**src/rtl/parlog_pkg.sv**
```systemverilog
package parlog_pkg;
  localparam int MSG_W  = 8;
  localparam int WORD_W = 3;

  typedef struct packed {
    logic [WORD_W-1:0] word;
    logic [MSG_W-1:0]  msg;
  } code_t;

  localparam int CODE_W = $bits(code_t);
endpackage

```
**src/rtl/parlog_par_check.sv**
```systemverilog
module parlog_par_check #(
  parameter int DATA_W = 32
) (
  input  logic              vld,
  input  logic [DATA_W-1:0] data,
  input  logic              par,
  output logic              bad
);
  logic calc_par;

  always_comb begin
    calc_par = ^data;
    bad      = vld & (calc_par ^ par);
  end
endmodule

```
**src/rtl/parlog_collect.sv**
```systemverilog
module parlog_collect
  import parlog_pkg::*;
(
  input  logic              clk,
  input  logic              por_n,
  input  logic              bad,
  input  logic [MSG_W-1:0]  msg,
  input  logic [WORD_W-1:0] word,
  input  logic              acc_start,
  input  logic              acc_end,
  output logic              commit,
  output code_t             commit_code
);
  logic              grp_hit_q, grp_hit_d;
  code_t             grp_q, grp_d;
  logic              base_hit;
  code_t             base;
  logic              take;

  always_comb begin
    base_hit = acc_start ? 1'b0 : grp_hit_q;
    base     = acc_start ? '0   : grp_q;
    take     = bad && (!base_hit || (word > base.word));
    grp_d    = base;
    if (take) begin
      grp_d.word = word;
      grp_d.msg  = msg;
    end
    grp_hit_d   = base_hit | bad;
    commit      = acc_end & grp_hit_d;
    commit_code = grp_d;
  end

  always_ff @(posedge clk or negedge por_n) begin
    if (!por_n) begin
      grp_hit_q <= 1'b0;
      grp_q     <= '0;
    end else begin
      grp_hit_q <= acc_end ? 1'b0 : grp_hit_d;
      grp_q     <= acc_end ? '0   : grp_d;
    end
  end
endmodule

```
**src/rtl/parlog_regs.sv**
```systemverilog
module parlog_regs
  import parlog_pkg::*;
#(
  parameter int                RD_W      = 32,
  parameter int                ADDR_W    = 8,
  parameter logic [ADDR_W-1:0] CODE_ADDR = 8'h1C,
  parameter logic [ADDR_W-1:0] STAT_ADDR = 8'h10
) (
  input  logic              clk,
  input  logic              por_n,
  input  logic              soft_rst_n,
  input  logic              commit,
  input  code_t             commit_code,
  input  logic              reg_rd,
  input  logic [ADDR_W-1:0] reg_addr,
  output logic [RD_W-1:0]   reg_rdata,
  output logic              err_pulse,
  output logic              flag,
  output code_t             code
);
  logic            flag_d, pulse_d, stat_rd;
  code_t           code_d;
  logic [RD_W-1:0] rdata_d;

  always_comb begin
    stat_rd = reg_rd && (reg_addr == STAT_ADDR);
    if (!soft_rst_n)  flag_d = 1'b0;
    else if (commit)  flag_d = 1'b1;
    else if (stat_rd) flag_d = 1'b0;
    else              flag_d = flag;
    code_d  = commit ? commit_code : code;
    pulse_d = commit;
    rdata_d = '0;
    if (reg_rd) begin
      if (reg_addr == CODE_ADDR)      rdata_d = {{(RD_W-CODE_W){1'b0}}, code};
      else if (reg_addr == STAT_ADDR) rdata_d = {{(RD_W-1){1'b0}}, flag};
    end
  end

  always_ff @(posedge clk or negedge por_n) begin
    if (!por_n) begin
      flag      <= 1'b0;
      code      <= '0;
      err_pulse <= 1'b0;
      reg_rdata <= '0;
    end else begin
      flag      <= flag_d;
      code      <= code_d;
      err_pulse <= pulse_d;
      reg_rdata <= rdata_d;
    end
  end
endmodule

```
**src/rtl/parity_err_logger.sv**
```systemverilog
module parity_err_logger
  import parlog_pkg::*;
#(
  parameter int                DATA_W    = 32,
  parameter int                RD_W      = 32,
  parameter int                ADDR_W    = 8,
  parameter logic [ADDR_W-1:0] CODE_ADDR = 8'h1C,
  parameter logic [ADDR_W-1:0] STAT_ADDR = 8'h10
) (
  input  logic              clk,
  input  logic              por_n,
  input  logic              soft_rst_n,
  input  logic              rd_vld,
  input  logic [DATA_W-1:0] rd_data,
  input  logic              rd_par,
  input  logic [MSG_W-1:0]  rd_msg,
  input  logic [WORD_W-1:0] rd_word,
  input  logic              acc_start,
  input  logic              acc_end,
  input  logic              reg_rd,
  input  logic [ADDR_W-1:0] reg_addr,
  output logic [RD_W-1:0]   reg_rdata,
  output logic              err_pulse
);
  logic  bad;
  logic  commit;
  code_t commit_code;
  logic  flag;
  code_t code;

  parlog_par_check #(.DATA_W(DATA_W)) u_par (
    .vld(rd_vld), .data(rd_data), .par(rd_par), .bad(bad)
  );

  parlog_collect u_col (
    .clk(clk), .por_n(por_n), .bad(bad), .msg(rd_msg), .word(rd_word),
    .acc_start(acc_start), .acc_end(acc_end),
    .commit(commit), .commit_code(commit_code)
  );

  parlog_regs #(
    .RD_W(RD_W), .ADDR_W(ADDR_W), .CODE_ADDR(CODE_ADDR), .STAT_ADDR(STAT_ADDR)
  ) u_regs (
    .clk(clk), .por_n(por_n), .soft_rst_n(soft_rst_n),
    .commit(commit), .commit_code(commit_code),
    .reg_rd(reg_rd), .reg_addr(reg_addr), .reg_rdata(reg_rdata),
    .err_pulse(err_pulse), .flag(flag), .code(code)
  );
endmodule

```
**config.mk**
```make
export PLATFORM = sky130hd
export DESIGN_NAME = parity_err_logger
export DESIGN_NICKNAME = d
export VERILOG_FILES = /design/src/rtl/parlog_pkg.sv /design/src/rtl/parlog_par_check.sv /design/src/rtl/parlog_collect.sv /design/src/rtl/parlog_regs.sv /design/src/rtl/parity_err_logger.sv
export SDC_FILE = /design/constraint.sdc
export NUM_CORES = 1
export LEC_CHECK = 0
export ABC_AREA = 1
export BUFFER_PORTS_ARGS = -buffer_cell sky130_fd_sc_hd__buf_2
export CAP_MARGIN = 20
export CORE_MARGIN = 10
export CORE_UTILIZATION = 49
export CTS_CLUSTER_DIAMETER = 40
export DETAILED_ROUTE_END_ITERATION = 10
export PLACE_DENSITY = 0.86
export SETUP_SLACK_MARGIN = 0.1
export SYNTH_ARGS = -nofsm -noshare
export SYNTH_HDL_FRONTEND = slang
export SYNTH_SLANG_ARGS = --single-unit
```
**constraint.sdc**
```tcl
create_clock -name clk -period 2.4 [get_ports clk]
set_input_delay 0.24 -clock clk [delete_from_list [all_inputs] [get_ports clk]]
set_output_delay 0.24 -clock clk [all_outputs]
set_load 0.05 [all_outputs]
```
==> results.toml <==
[worst_setup_path]
worst-path-buf-inv = 3
crit_slowest_cell = "dfrtp_1"
slowest_delay_ps = 330
crit_chain = "inv_1 > nor2_1 > inv_1 > ha_1 > a21oi_1 > o21ai_0 > nand2_1 > nand3_2 > buf_4 > nand4_1 > nand2_1 > nand2_1 > nand2_1"
start_kind = "flop"
endpoint_kind = "flop"
cp_common_cell = "nand2_1"
crit_type = "flop to flop"
path_max_fanout = 8
critPathRequiredTime_ps = 2590
worst-r2r-cell-count = 13
critical_path.top_delay_family = "simple AND/OR/NAND/NOR gates"
arrival_ps = 2140
cp.depth = 13

[cts]
cts_buffers = 5
insertion_delay_ps = 290
root_buffer = "clkbuf_8"
clkTransAtPathRegs_ps = 70
cts_tree = "done"
htreeDepth = 2
cts_setup_buffers = 0
cts_sinks = 36
clock_path_buffers = 2

[die]
fp.dieW_um = 91.6
core_um2 = 5040
core.rowCount = 26
die_h_um = 91.6
die_area_um2 = 8390
initial_utilization = 0.498
ios = 92

[global_routing]
grt.overflow.total = 0
grt_max_degree = 37
groute.usage.overall = 0.138
antenna_found_initial = 0
grt_pass1_vias = 2511
grt_pass1_wl_um = 10100

[placed_design]
io_buffers = 70
dp_slack_ps = 234
dp_hpwl_um = 4670
gp_routability_congestion = 0.875

[finish]
multi_input_area_um2 = 1320
regArea_um2 = 901
final_cell_mix = "nand2_1 (174), buf_2 (70), inv_1 (41)"
area_delta_synth_final_pct = 16.3
final_common_cell = "nand2_1"
nets = 508
drive_above_1_share = 0.204
diodes = 0
fill_cells = 471

[sta]
final_hold_viol_count = 0
maxSlewHeadroom = 0.487
post-route-period-util = 0.815
tightest_slew_ps = 770
setup-tns-final_ps = 0
finalMaxSlewViolations = 0
fmax_mhz = 511
skew_ps = 8.12
finalCriticalPeriod_ps = 1960
fin_ws_ps = 444
rsz0062_at_grt = "no"
setup_viol = 0

[drt]
via_count = 2360
drtAntennaViolNets = 0
wirelength_um = 5690
vias_per_cell = 4.56
drc_errors = 0
wl_per_cell_um = 11.0
dr.first_iter.drc_count = 143
firstDrtPassIters = 4

[min_path]
hp-class = "input port to asynchronous set/reset pin"

[power_and_ir_drop]
peakVddDrop_uv = 249
p_total_mw = 1.72
cellLeakagePower_nw = 1.75
power.density_nw_per_um2 = 590

[synthesis]
synth-seq-area-share = 0.359
synth.avg_cell_area_um2 = 6.66
ys_types = 24
syn_inst = 377
syn_area_um2 = 2510
ys_seq_elements = 36
yosysWarnings = 0

[status]
status = "complete, no violations"

[job]
drv_cap = 0
## logic make-up (layout without fill, tap and decap cells)
logic type	after synthesis	in the layout	synth area share
flops	36	36	0.359
buf+inv	74	124	0.151
other cells	1	21	0.00149
fa+ha+maj	3	3	0.0149
simple gates	230	230	0.376
compound gates	16	16	0.0383
xor+xnor	17	17	0.0593
## report_power, final
group          total, mW  switching [mW]  internal (mW)
Sequential         0.731          0.0426          0.688
Clock              0.419           0.217          0.202
Combinational      0.573           0.391          0.182
## stage by stage
step / hold WS (ps) / cell area [um2] / cells / util
detailed placement: 360 / 2820 / 509 / 0.560
CTS: 39.6 / 2910 / 517 / 0.577
finish: 18.7 / 2920 / 517 / 0.580
floorplan: -55.6 / 2590 / 397 / -
global placement: 353 / 2820 / 509 / 0.560
global route: 84.2 / 2920 / 517 / 0.580
## cells in the mapped netlist (all sizes together)
library cell,n,share of area
a21boi,2,0.010
nand3,11,0.026
nor2,26,0.039
o21ai,1,0.0020
nand2,178,0.27
nor3,1,0.0020
nand4,11,0.027
ha,3,0.015
xnor2,9,0.031
conb,1,0.0015
buf,25,0.078
nor4,1,0.0025
xor2,8,0.028
inv,45,0.067
nand3b,2,0.0060
clkbuf,4,0.0060
dfrtp,36,0.36
a21oi,13,0.026
## path summary, 6_finish.rpt
kind / start / endpoint / slack, ps
worst min register to register: u_regs.code[6]$_DFFE_PN0P_ / u_regs.code[6]$_DFFE_PN0P_ / 490
worst max-delay path: u_col.grp_q[10]$_DFF_PN0_ / u_regs.code[7]$_DFFE_PN0P_ / 440
worst max register to register: u_col.grp_q[10]$_DFF_PN0_ / u_regs.code[7]$_DFFE_PN0P_ / 440
worst min-delay path: por_n / u_regs.reg_rdata[1]$_DFF_PN0_ / 20
max in group asynchronous: por_n / u_col.grp_q[5]$_DFF_PN0_ / 1890
min in group clk: soft_rst_n / u_regs.flag$_DFFE_PN0P_ / 210
## cell type report
cell class                      instances  area share
Clock buffer                            5      0.0235
Tap cell                               70      0.0300
Sequential cell                        36       0.308
Multi-Input combinational cell        287       0.452
Clock inverter                          3     0.00642
Inverter                               45      0.0578
Timing Repair Buffer                   71       0.122
## worst register-to-register path, stage by stage, from the launching register on
cell and delay, ps:
dfrtp_1 330, inv_1 40, nor2_1 110, inv_1 70, ha_1 310, a21oi_1 150
o21ai_0 90, nand2_1 80, nand3_2 170, buf_4 220, nand4_1 110, nand2_1 80
nand2_1 70, nand2_1 50
## what timing repair did
action	4_1_cts	5_1_grt
resized for setup	0	2
hold endpoints to repair	0	0
endpoints found under the setup margin	0	15
hold buffers	0	0
## metal layers
metal | track usage | routed length (um) | vias to the layer above
met3 | 0.0486 | 488 | 14
li1 | - | - | 1241
met5 | 0 | 0 | -
met1 | 0.136 | 2200 | 1030
met4 | 0.0418 | 104 | 0
met2 | 0.263 | 2900 | 75
## flip-flops by register name (all words and copies together), names as in the netlist
| signal | cells |
|---|---|
| u_col.grp_q | 11 |
| u_regs.flag | 1 |
| u_col.grp_hit_q | 1 |
| u_regs.err_pulse | 1 |
| u_regs.code | 11 |
| u_regs.reg_rdata | 11 |
No activity file was read; power rests on OpenSTA's default activity.
